## src/rtl/bitop_pkg.sv

```systemverilog
package bitop_pkg;
  localparam int unsigned OP_W  = 8;
  localparam int unsigned FLD_W = 3;

  typedef enum logic [1:0] {
    GRP_SHIFT = 2'b00,
    GRP_TEST  = 2'b01,
    GRP_CLR   = 2'b10,
    GRP_SET   = 2'b11
  } grp_e;

  typedef enum logic [2:0] {
    K_ROL_C  = 3'd0,
    K_ROR_C  = 3'd1,
    K_ROL_T  = 3'd2,
    K_ROR_T  = 3'd3,
    K_SHL_0  = 3'd4,
    K_SHR_A  = 3'd5,
    K_SHL_1  = 3'd6,
    K_SHR_0  = 3'd7
  } kind_e;

  typedef struct packed {
    grp_e             grp;
    logic [FLD_W-1:0] field;
    logic [FLD_W-1:0] sel;
  } op_fields_t;
endpackage

```

## src/rtl/bitop_decode.sv

```systemverilog
module bitop_decode
  import bitop_pkg::*;
(
  input  logic [OP_W-1:0]  op_i,
  output grp_e             grp_o,
  output kind_e            kind_o,
  output logic [FLD_W-1:0] field_o,
  output logic [FLD_W-1:0] sel_o
);
  op_fields_t f;

  assign f       = op_fields_t'(op_i);
  assign grp_o   = f.grp;
  assign kind_o  = kind_e'(f.field);
  assign field_o = f.field;
  assign sel_o   = f.sel;
endmodule

```

## src/rtl/bitop_shift.sv

```systemverilog
module bitop_shift
  import bitop_pkg::*;
#(
  parameter int unsigned W = 8
) (
  input  kind_e          kind_i,
  input  logic [W-1:0]   data_i,
  input  logic           carry_i,
  output logic [W-1:0]   res_o,
  output logic           carry_o
);
  localparam int unsigned MSB = W - 1;

  always_comb begin
    res_o   = data_i;
    carry_o = data_i[MSB];
    unique case (kind_i)
      K_ROL_C: begin res_o = {data_i[MSB-1:0], data_i[MSB]}; carry_o = data_i[MSB]; end
      K_ROR_C: begin res_o = {data_i[0], data_i[MSB:1]};     carry_o = data_i[0];   end
      K_ROL_T: begin res_o = {data_i[MSB-1:0], carry_i};     carry_o = data_i[MSB]; end
      K_ROR_T: begin res_o = {carry_i, data_i[MSB:1]};       carry_o = data_i[0];   end
      K_SHL_0: begin res_o = {data_i[MSB-1:0], 1'b0};        carry_o = data_i[MSB]; end
      K_SHR_A: begin res_o = {data_i[MSB], data_i[MSB:1]};   carry_o = data_i[0];   end
      K_SHL_1: begin res_o = {data_i[MSB-1:0], 1'b1};        carry_o = data_i[MSB]; end
      K_SHR_0: begin res_o = {1'b0, data_i[MSB:1]};          carry_o = data_i[0];   end
      default: begin res_o = data_i;                         carry_o = carry_i;     end
    endcase
  end
endmodule

```

## src/rtl/bitop_bitmod.sv

```systemverilog
module bitop_bitmod #(
  parameter int unsigned W     = 8,
  parameter int unsigned IDX_W = $clog2(W)
) (
  input  logic [IDX_W-1:0] idx_i,
  input  logic             set_i,
  input  logic [W-1:0]     data_i,
  output logic [W-1:0]     res_o,
  output logic             bit_o
);
  logic [W-1:0] mask;

  for (genvar i = 0; i < W; i++) begin : g_mask
    assign mask[i] = (idx_i == IDX_W'(i));
  end

  assign res_o = set_i ? (data_i | mask) : (data_i & ~mask);
  assign bit_o = |(data_i & mask);
endmodule

```

## src/rtl/bitop_unit.sv

```systemverilog
module bitop_unit
  import bitop_pkg::*;
#(
  parameter int unsigned W = 8
) (
  input  logic             clk_i,
  input  logic             rst_ni,
  input  logic             valid_i,
  input  logic [OP_W-1:0]  op_i,
  input  logic [W-1:0]     data_i,
  input  logic             carry_i,
  output logic [W-1:0]     result_o,
  output logic             carry_o,
  output logic             zero_o,
  output logic             sign_o,
  output logic             parity_o,
  output logic             wb_o,
  output logic [FLD_W-1:0] reg_sel_o,
  output logic             valid_o
);
  localparam int unsigned IDX_W = FLD_W;

  grp_e             grp;
  kind_e            kind;
  logic [FLD_W-1:0] field, sel;
  logic [W-1:0]     sh_res, bm_res;
  logic             sh_c, bm_bit;

  logic [W-1:0]     res_n;
  logic             c_n, z_n, s_n, p_n, wb_n;

  bitop_decode u_dec (
    .op_i    (op_i),
    .grp_o   (grp),
    .kind_o  (kind),
    .field_o (field),
    .sel_o   (sel)
  );

  bitop_shift #(.W(W)) u_sh (
    .kind_i  (kind),
    .data_i  (data_i),
    .carry_i (carry_i),
    .res_o   (sh_res),
    .carry_o (sh_c)
  );

  bitop_bitmod #(.W(W), .IDX_W(IDX_W)) u_bm (
    .idx_i  (field),
    .set_i  (grp == GRP_SET),
    .data_i (data_i),
    .res_o  (bm_res),
    .bit_o  (bm_bit)
  );

  always_comb begin
    res_n = result_o;
    c_n   = carry_o;
    z_n   = zero_o;
    s_n   = sign_o;
    p_n   = parity_o;
    wb_n  = 1'b0;
    unique case (grp)
      GRP_SHIFT: begin
        res_n = sh_res;
        c_n   = sh_c;
        z_n   = ~|sh_res;
        s_n   = sh_res[W-1];
        p_n   = ~^sh_res;
        wb_n  = 1'b1;
      end
      GRP_TEST: begin
        res_n = data_i;
        c_n   = carry_i;
        z_n   = ~bm_bit;
        s_n   = bm_bit & (field == IDX_W'(W - 1));
        p_n   = ~bm_bit;
      end
      default: begin
        res_n = bm_res;
        wb_n  = 1'b1;
      end
    endcase
  end

  always_ff @(posedge clk_i or negedge rst_ni) begin
    if (!rst_ni) begin
      result_o  <= '0;
      carry_o   <= 1'b0;
      zero_o    <= 1'b0;
      sign_o    <= 1'b0;
      parity_o  <= 1'b0;
      wb_o      <= 1'b0;
      reg_sel_o <= '0;
      valid_o   <= 1'b0;
    end else begin
      valid_o <= valid_i;
      wb_o    <= valid_i & wb_n;
      if (valid_i) begin
        result_o  <= res_n;
        carry_o   <= c_n;
        zero_o    <= z_n;
        sign_o    <= s_n;
        parity_o  <= p_n;
        reg_sel_o <= sel;
      end
    end
  end
endmodule

```

## config.mk

```make
export PLATFORM = sky130hd
export DESIGN_NAME = bitop_unit
export DESIGN_NICKNAME = d
export VERILOG_FILES = /design/src/rtl/bitop_pkg.sv /design/src/rtl/bitop_decode.sv /design/src/rtl/bitop_shift.sv /design/src/rtl/bitop_bitmod.sv /design/src/rtl/bitop_unit.sv
export SDC_FILE = /design/constraint.sdc
export NUM_CORES = 1
export LEC_CHECK = 0
export ABC_AREA = 1
export BUFFER_PORTS_ARGS = -buffer_cell sky130_fd_sc_hd__buf_2
export CAP_MARGIN = 20
export CORE_MARGIN = 2
export CORE_UTILIZATION = 50
export DETAILED_ROUTE_END_ITERATION = 7
export PLACE_DENSITY = 0.75
export SYNTH_ARGS = -nofsm -noshare
export SYNTH_HDL_FRONTEND = slang
export SYNTH_HIERARCHICAL = 1
export SYNTH_SLANG_ARGS = --single-unit
export TNS_END_PERCENT = 100
```

## constraint.sdc

```tcl
create_clock -name clk_i -period 0.8 [get_ports clk_i]
set_input_delay 0.08 -clock clk_i [delete_from_list [all_inputs] [get_ports clk_i]]
set_output_delay 0.08 -clock clk_i [all_outputs]
set_load 0.01 [all_outputs]
```

==> results of run 1 <==
==> state kept, by name, summed over array words and instances, names as in the netlist <==
| register | count |
|---|---|
| result_o | 8 |
| reg_sel_o | 3 |
| carry_o | 1 |
| parity_o | 1 |
| sign_o | 1 |
| valid_o | 1 |
| wb_o | 1 |
| zero_o | 1 |
==> worst max-delay path: stages <==
cell and delay (ns):
buf_12 0.11, inv_8 0.06, buf_4 0.12, nand2_1 0.06, nand2_1 0.08, inv_1 0.05
ha_1 0.32, inv_1 0.07, nand2_1 0.05, nand2_1 0.04, nand2_1 0.08, nand3_2 0.09
a21oi_2 0.11
==> how the worst max path moves through the flow <==
stage	startpoint	endpoint
6_report	op_i[3]	parity_o$_DFFE_PN0P_
2_1_floorplan	op_i[3]	parity_o$_DFFE_PN0P_
5_1_grt	carry_i	parity_o$_DFFE_PN0P_
4_1_cts	op_i[4]	parity_o$_DFFE_PN0P_
3_3_place_gp	op_i[3]	parity_o$_DFFE_PN0P_
3_5_place_dp	op_i[4]	parity_o$_DFFE_PN0P_
==> cells in the mapped netlist, drive strengths merged <==
cell / n / area, um2
a21oi: 11 / 58.8
buf: 18 / 161
clkbuf: 1 / 7.51
dfrtp: 17 / 425
ha: 4 / 50.1
inv: 34 / 140
nand2: 82 / 310
nand3: 18 / 90.1
nand4: 8 / 50.1
nor2: 18 / 113
o211ai: 1 / 7.51
o21ai: 22 / 110
==> cells in the final DEF (no fill, tap or decap), types with 4 or more instances in the layout <==
cell           instances
o21ai_1               18
nand2_1               71
nor2_1                 9
a21oi_1                9
dfrtp_1               17
nand3_1               11
nand4_1                8
buf_6                 10
inv_2                  9
dlygate4sd3_1          4
nand2_2               10
inv_1                 20
nor2_2                 5
nand3_4                4
buf_4                 46
buf_2                 30
==> stage by stage <==
stage	worst slack, ns	area, um2	std cells	hold WS [ns]
floorplan	-0.593	1620	234	-0.216
global placement	-0.640	1950	324	0.0124
detailed placement	-0.688	1950	324	0.0120
CTS	-0.315	2230	347	0.103
global route	-0.440	2330	348	0.104
finish	-0.298	2330	348	0.108
==> report_power, final <==
part           internal (mW)  switching (mW)
clock network          0.186           0.282
logic                  0.646           0.706
registers              0.961          0.0585
==> kinds of logic (layout without fill, tap and decap cells) <==
logic type      after synthesis  count (layout)
compound gates               34              34
fa+ha+maj                     4               4
flops                        17              17
buf+inv                      53             134
simple gates                126             126
==> cell type report <==
| cell class | count | area, um2 | area share, % |
|---|---|---|---|
| multi-input cells | 164 | 932 | 40.0 |
| repair buffers | 96 | 753 | 32.3 |
| flip-flops and latches | 17 | 425 | 18.3 |
| inverters | 34 | 150 | 6.44 |
| well taps | 33 | 41.3 | 1.77 |
| clock buffers | 3 | 22.5 | 0.967 |
| clock inverters | 1 | 5.00 | 0.215 |
==> what timing repair did <==
action | in CTS | in global routing
buffers inserted | 16 | 2
hold buffers | 4 | 0
endpoints found under the hold margin | 20 | 0
pin swaps | 34 | 34
setup endpoints to repair | 28 | 28
gates resized for setup | 33 | 25
==> per-layer routing <==
layer | track usage, % | vias up
met4 | 4.22 | 0
met1 | 29.9 | 834
met2 | 46.5 | 91
met5 | 0 | -
met3 | 4.80 | 16
li1 | - | 893
==> flow_summary_export.csv, run 1 <==
group,metric,value,unit
floorplan,dieHeight,59.2,um
route,drt-total-wl,4790,um
synthesis,syn_area_per_cell,6.51,um2
clock_network,cts.path.max_buffers,2,
final_layout,diodes,0,
synthesis,ys.warnings.count,6,
min_path,min_path_type,"in -> reg",
synthesis,synth_top_family_by_area,"simple AND/OR/NAND/NOR gates",
critical_path,reg2reg_depth,3,
route,vias,1834,
synthesis,synthAdderAreaFrac,3.28,%
synthesis,synth-compound-area-share,11.6,%
route,viasPerCell,5.27,
sta,fmax,911,MHz
grt,antenna_found_initial,0,
synthesis,seq_area_frac_synth,27.9,%
route,drtIter0Drc,98,
route,top_layer,"met4",
floorplan,coreArea,0.00298,mm2
floorplan,initial_core_util,51.2,%
clock_network,clock_sinks,17,
critical_path,r2r_setup_slack,-0.06,ns
sta,setup_tns,-3.38,ns
clock_network,clk-insertion-delay-late,0.29,ns
sta,slew_viol_final,0,
final_layout,fill_cells,207,
sta,setup_slack,-0.298,ns
final_layout,syn_to_final_growth,52.9,%
synthesis,synth_area,0.00152,mm2
sta,fin_worst_skew,0,ns
critical_path,cp.required,1.03,ns
route,wl_met3,371,um
final_layout,layout-drive-gt1-share,45.1,%
placement,place_congestion,0.836,
grt,overflow,0,
synthesis,synthMuxAreaShare,0,%
sta,finalCriticalPeriod,1.10,ns
route,route.detailed.drc,0,
placement,dpl.hpwl,2950,um
sta,tightest_slew,0.378,ns
pwr,power_leakage,1.26,nW
critical_path,startpoint_type,"input port",
clock_network,path_clk_slew,0.10,ns
synthesis,syn_inst,234,
critical_path,arrival,1.33,ns
route,wl_met1,1760,um
grt,grt_max_degree,18,
critical_path,crit_path_max_fanout,7,
floorplan,die-area,0.00351,mm2
route,wl_per_cell,13.8,um
pwr,irDropWorstVdd,0.924,mV
route,first_pass_iters,4,
floorplan,row_count,20,
placement,numPortBuffers,36,
sta,setup_violations,28,
synthesis,synthDistinctLibCells,22,
route,wl_met2,2510,um
sta,hold_viol,0,
job,drv_cap,0,
clock_network,cts_tree,"yes",
final_layout,nets,340,
critical_path,r2r-end,"result_o[6]$_DFFE_PN0P_",
outcome,failed_checks,"negative setup slack",
floorplan,ioPinCount,37,
outcome,outcome,"complete, but fails checks",
synthesis,yosys.area_share.simple,36.9,%
sta,slew_headroom,74.8,%
synthesis,synth_xor_area_share,0,%
sta,period_share,137,%
grt,track_usage,25.0,%
critical_path,crit_type,"in -> reg",
clock_network,numCtsBuffers,3,
min_path,holdPathEnd,"valid_o$_DFF_PN0_",
pwr,power_density,1220,mW/mm2
min_path,min-delay-start,"valid_i",
floorplan,die_w,59.2,um
grt,grt_pass1_wl,6770,um
synthesis,ys_ff_latch,17,
final_layout,fin_util,78.2,%
route,ant_nets,0,
grt,grt_pass1_vias,1613,
critical_path,reg2reg_from,"result_o[6]$_DFFE_PN0P_",
critical_path,endpoint_kind,"flip-flop",
min_path,hold_depth,2,
sta,grt_setup_unrepaired,"yes",
synthesis,syn-num-nets,258,
clock_network,root_buffer,"clkbuf_4",
clock_network,h-tree-depth,1,
pwr,p_total,2.84,mW
Power figures use the tool's default switching activity.
==> run 2: changes to the inputs <==
- CORE_UTILIZATION: 50 -> 53
- PLACE_DENSITY: 0.75 -> 0.79
==> flow_summary_export.csv, run 2 (synthesis results as in run 1) <==
group,metric,value,unit
final_layout,layout-drive-gt1-share,44.2,%
grt,grt_pass1_wl,6800,um
sta,setup_violations,28,
clock_network,cts.path.max_buffers,2,
floorplan,coreArea,0.00273,mm2
grt,track_usage,25.6,%
critical_path,crit_type,"in -> reg",
final_layout,final_cells,341,
critical_path,crit_path_max_fanout,6,
critical_path,max_stage_delay,0.28,ns
route,viasPerCell,5.37,
clock_network,clk-insertion-delay-late,0.29,ns
sta,grt_setup_unrepaired,"yes",
floorplan,row_count,19,
critical_path,cp.depth,14,
pwr,power_density,1230,mW/mm2
clock_network,clock_sinks,17,
placement,place_ws,-0.769,ns
sta,period_share,139,%
floorplan,ioPinCount,37,
route,route.detailed.drc,0,
critical_path,path_delay_family,"simple AND/OR/NAND/NOR gates",
critical_path,arrival,1.33,ns
final_layout,final_cell_mix,"73 x nand2_1, 42 x buf_4, 32 x buf_2, 21 x inv_1, 17 x dfrtp_1",
grt,grt_max_degree,18,
sta,slew_viol_final,0,
final_layout,largestRegisters,"result_o x8, reg_sel_o x3",
sta,fmax,902,MHz
grt,grt.met1_usage,33.4,%
grt,grt_busiest_layer,"met2",
final_layout,postLayoutCellArea,0.00228,mm2
min_path,hold_depth,2,
critical_path,cp.required,1.02,ns
final_layout,syn_to_final_growth,49.8,%
pwr,irDropWorstVdd,1.69,mV
final_layout,top_register,"result_o",
critical_path,reg2reg_from,"result_o[6]$_DFFE_PN0P_",
final_layout,fill_cells,155,
sta,slew_headroom,75.1,%
placement,dpl.cell_count,317,
pwr,power_leakage,1.23,nW
critical_path,slowest_stage,"ha_4",
critical_path,path_cells,"buf_12, nor2_4, nand2_2, nand2_1, nor2_1, nor2_1, inv_1, ha_4, inv_2, nand2_1, nand2_1, nand2_1, nand3_1, a21oi_1",
grt,use_met3,4.02,%
job,drv_cap,0,
critical_path,reg2reg_depth,3,
min_path,min-delay-start,"valid_i",
final_layout,mostFrequentLayoutCell,"nand2_1",
grt,antenna_found_initial,0,
grt,overflow,0,
sta,finalCriticalPeriod,1.11,ns
critical_path,crit_top_cell,"nand2_1",
grt,use_met2,45.8,%
final_layout,largest_reg_flops,8,
route,wl_per_cell,13.3,um
placement,dpl_cell_area,0.00189,mm2
critical_path,startpoint_type,"input port",
route,ant_nets,0,
route,vias,1830,
critical_path,endpoint_kind,"flip-flop",
outcome,outcome,"complete, but fails checks",
placement,place_congestion,0.898,
clock_network,path_clk_slew,0.09,ns
sta,hold_viol,0,
sta,setup_slack,-0.309,ns
sta,tightest_slew,0.373,ns
route,drtIter0Drc,103,
clock_network,h-tree-depth,1,
floorplan,die-area,0.00332,mm2
floorplan,initial_core_util,55.7,%
final_layout,nets,335,
grt,grt_pass1_vias,1628,
critical_path,setup.worst_path.start,"op_i[5]",
final_layout,diodes,0,
route,first_pass_iters,5,
placement,dpl.hpwl,2860,um
critical_path,worstPathBufferInverterCount,3,
clock_network,root_buffer,"clkbuf_4",
min_path,min_path_type,"in -> reg",
sta,fin_worst_skew,0,ns
outcome,failed_checks,"negative setup slack",
floorplan,dieHeight,57.6,um
clock_network,numCtsBuffers,3,
route,drt-total-wl,4530,um
clock_network,cts_tree,"yes",
floorplan,die_w,57.6,um
placement,numPortBuffers,36,
==> run 2: changes by cell type in the layout (fill, tap and decap cells not counted), moves of 3 or more <==
cell / change
buf_4: -4
nand3_2: +5
nor2_1: +3
o21ai_2: +3
o21ai_1: -3
nor2_2: -3
nand3_4: -3
==> run 2: layout make-up <==
type | instances | area, um2 | share of cell area, %
Clock inverter | 1 | 5.00 | 0.219
Inverter | 34 | 160 | 7.02
Tap cell | 31 | 38.8 | 1.70
Clock buffer | 3 | 22.5 | 0.987
Timing Repair Buffer | 91 | 696 | 30.5
Sequential cell | 17 | 425 | 18.6
Multi-Input combinational cell | 164 | 935 | 41.0
==> run 2: per-stage QoR <==
step / total power [mW] / setup TNS (ns) / utilization, % / hold slack [ns]
2_1_floorplan: 1.70 / -2.34 / - / -0.216
3_3_place_gp: 2.01 / -5.35 / 69.3 / 0.0139
3_5_place_dp: 2.04 / -5.54 / 69.3 / 0.0105
4_1_cts: 2.64 / -2.55 / 77.7 / 0.101
5_1_grt: 3.00 / -4.36 / 83.5 / 0.124
6_report: 2.80 / -3.07 / 83.5 / 0.111
==> run 2: layer usage <==
layer,vias to the layer above,share of wire [%]
met3,25,7.8
met1,818,40
met5,-,0
met2,97,49
met4,0,3.4
li1,890,-
==> run 2: final timing paths <==
kind / slack [ns] / end
max: -0.31 / parity_o$_DFFE_PN0P_
min: 0.11 / valid_o$_DFF_PN0_
max reg2reg: -0.01 / result_o[6]$_DFFE_PN0P_
min reg2reg: 0.48 / reg_sel_o[1]$_DFFE_PN0P_
max in group asynchronous: 0.31 / carry_o$_DFFE_PN0P_
min in group asynchronous: 0.21 / reg_sel_o[0]$_DFFE_PN0P_
==> run 2: repair_timing <==
| action | CTS | global route |
|---|---|---|
| endpoints found under the hold margin | 20 | 0 |
| resized for setup | 28 | 24 |
| setup endpoints to repair | 28 | 28 |
| buffers inserted | 9 | 7 |
| hold buffers | 4 | 0 |
| pin swaps | 25 | 18 |
==> run 2: power by group <==
group | total, mW | internal [mW] | switching, mW
logic | 1.33 | 0.639 | 0.693
clock network | 0.456 | 0.186 | 0.269
registers | 1.02 | 0.961 | 0.0546
==> run 3: changes to the inputs <==
- CORE_UTILIZATION: 53 -> 42
- PLACE_DENSITY: 0.79 -> 0.65
==> flow_summary_export.csv, run 3 (synthesis results as in run 1) <==
group,metric,value,unit
outcome,outcome,"complete, but fails checks",
outcome,failed_checks,"negative setup slack",
final_layout,syn_to_final_growth,62.5,%
final_layout,top_register,"result_o",
floorplan,die-area,0.00413,mm2
min_path,min_path_type,"in -> reg",
critical_path,r2r_setup_slack,0.01,ns
pwr,power_density,1170,mW/mm2
route,viasPerCell,4.92,
floorplan,dieHeight,64.2,um
final_layout,diodes,0,
sta,fmax,891,MHz
pwr,clock_power_share,16.0,%
critical_path,endpoint_kind,"flip-flop",
critical_path,worstPathBufferInverterCount,4,
min_path,holdPathEnd,"valid_o$_DFF_PN0_",
critical_path,crit_type,"in -> reg",
sta,slew_headroom,75.3,%
clock_network,cts.path.max_buffers,2,
pwr,p_sw_share,36.4,%
sta,setup_tns,-2.95,ns
route,wl_per_cell,12.6,um
critical_path,startpoint_type,"input port",
sta,slew_viol_final,0,
sta,fin_worst_skew,0,ns
pwr,power_switching,1.05,mW
final_layout,largest_reg_flops,8,
clock_network,cts_tree,"yes",
pwr,power_leakage,1.29,nW
pwr,p_total,2.89,mW
critical_path,reg2reg_from,"parity_o$_DFFE_PN0P_",
min_path,min-delay-start,"valid_i",
floorplan,die_w,64.2,um
grt,grt_max_degree,18,
sta,period_share,140,%
critical_path,r2r-end,"parity_o$_DFFE_PN0P_",
grt,overflow,0,
clock_network,root_buffer,"clkbuf_4",
route,first_pass_iters,4,
sta,setup_slack,-0.323,ns
route,drt-total-wl,4560,um
critical_path,slowest_stage,"ha_4",
route,drtIter0Drc,133,
grt,grt_pass1_vias,1684,
sta,tightest_slew,0.370,ns
final_layout,mostFrequentLayoutCell,"nand2_1",
grt,antenna_found_initial,0,
final_layout,final_cell_mix,"67 x nand2_1, 41 x buf_4, 32 x buf_2, 24 x inv_1, 17 x dfrtp_1",
route,route.detailed.drc,0,
clock_network,numCtsBuffers,3,
critical_path,cp.required,1.03,ns
job,drv_cap,0,
final_layout,nets,340,
sta,finalCriticalPeriod,1.12,ns
clock_network,clk-insertion-delay-late,0.29,ns
floorplan,coreArea,0.00342,mm2
critical_path,path_cells,"buf_12, buf_4, a21oi_2, nand3_1, nand2_1, inv_1, ha_4, inv_1, nand2_1, nand2_1, nand2_2, nand3_2, a21oi_2",
grt,grt_pass1_wl,7330,um
final_layout,largestRegisters,"result_o x8, reg_sel_o x3",
grt,track_usage,22.5,%
critical_path,max_stage_delay,0.27,ns
critical_path,crit_path_max_fanout,4,
critical_path,arrival,1.35,ns
critical_path,reg2reg_depth,3,
floorplan,initial_core_util,44.6,%
pwr,pwr-share-comb,49.1,%
placement,numPortBuffers,36,
pwr,intPower,1.84,mW
placement,place_congestion,0.847,
floorplan,ioPinCount,37,
placement,place_ws,-0.724,ns
min_path,hold_depth,2,
route,vias,1776,
clock_network,path_clk_slew,0.10,ns
pwr,pwr-share-seq,34.9,%
sta,hold_viol,0,
route,ant_nets,0,
sta,setup_violations,28,
clock_network,clock_sinks,17,
clock_network,h-tree-depth,1,
sta,grt_setup_unrepaired,"yes",
floorplan,row_count,21,
critical_path,path_delay_family,"simple AND/OR/NAND/NOR gates",
critical_path,crit_top_cell,"nand2_1",
placement,dpl.hpwl,3080,um
pwr,irDropWorstVdd,1.16,mV
final_layout,layout-drive-gt1-share,48.6,%
run 3: cell count changes in the layout (fill, tap and decap cells not counted), moves of 3 or more:
| cell | previous run | this run |
|---|---|---|
| nand2_1 | 73 | 67 |
| nand3_2 | 8 | 3 |
| a21oi_1 | 10 | 6 |
| a21oi_2 | 1 | 5 |
| nand2_2 | 9 | 13 |
| nand3_4 | 1 | 5 |
| buf_12 | 3 | 6 |
| inv_1 | 21 | 24 |
| inv_2 | 8 | 5 |
| o21ai_2 | 4 | 7 |
run 3: worst max-delay path by stage:
| stage | start | end | slack (ns) | cells past startpoint |
|---|---|---|---|---|
| 5_1_grt | op_i[5] | parity_o$_DFFE_PN0P_ | -0.42 | 14 |
| 6_report | op_i[5] | parity_o$_DFFE_PN0P_ | -0.32 | 13 |
| 3_5_place_dp | op_i[3] | parity_o$_DFFE_PN0P_ | -0.72 | 12 |
| 2_1_floorplan | op_i[3] | parity_o$_DFFE_PN0P_ | -0.59 | 15 |
| 3_3_place_gp | op_i[3] | parity_o$_DFFE_PN0P_ | -0.65 | 12 |
| 4_1_cts | op_i[4] | parity_o$_DFFE_PN0P_ | -0.29 | 14 |
run 3: power by group through the flow:
| stage | sequential [mW] | clock (mW) | combinational, mW |
|---|---|---|---|
| floorplan | 1.08 | 0 | 0.616 |
| global placement | 1.03 | 0 | 1.02 |
| detailed placement | 1.03 | 0 | 1.03 |
| CTS | 1.01 | 0.472 | 1.26 |
| global route | 1.02 | 0.535 | 1.56 |
| finish | 1.01 | 0.462 | 1.42 |
run 3: what timing repair did:
item,4_1_cts,5_1_grt
hold buffers,4,0
pin swaps,25,36
setup buffers,16,5
gates resized for setup,43,40
setup endpoints to repair,28,28
hold endpoints to repair,20,0
run 3: area by class of cell:
| cell class | instances | area, um2 |
|---|---|---|
| multi-input combinational | 164 | 1020 |
| fill | 268 | 940 |
| inverter | 34 | 160 |
| sequential | 17 | 425 |
| tap | 46 | 57.6 |
| clock buffer | 3 | 22.5 |
| clock inverter | 1 | 5.00 |
| timing repair buffer | 96 | 790 |
run 3: metrics by stage:
step	std cells	utilization, %	hold slack, ns	cell area [um2]
CTS	357	67.0	0.0969	2290
global route	361	72.5	0.0975	2480
global placement	333	56.6	0.0141	1930
finish	361	72.5	0.105	2480
detailed placement	333	56.6	0.0172	1930
floorplan	234	-	-0.216	1620
run 3: layer usage:
layer	vias to the layer above	share of wire [%]	wire [um]	track usage, %
met2	54	52	2350	41.4
met4	0	2.0	90	6.38
li1	894	-	-	-
met3	10	5.0	230	4.93
met5	-	0	0	0
met1	818	41	1890	25.8
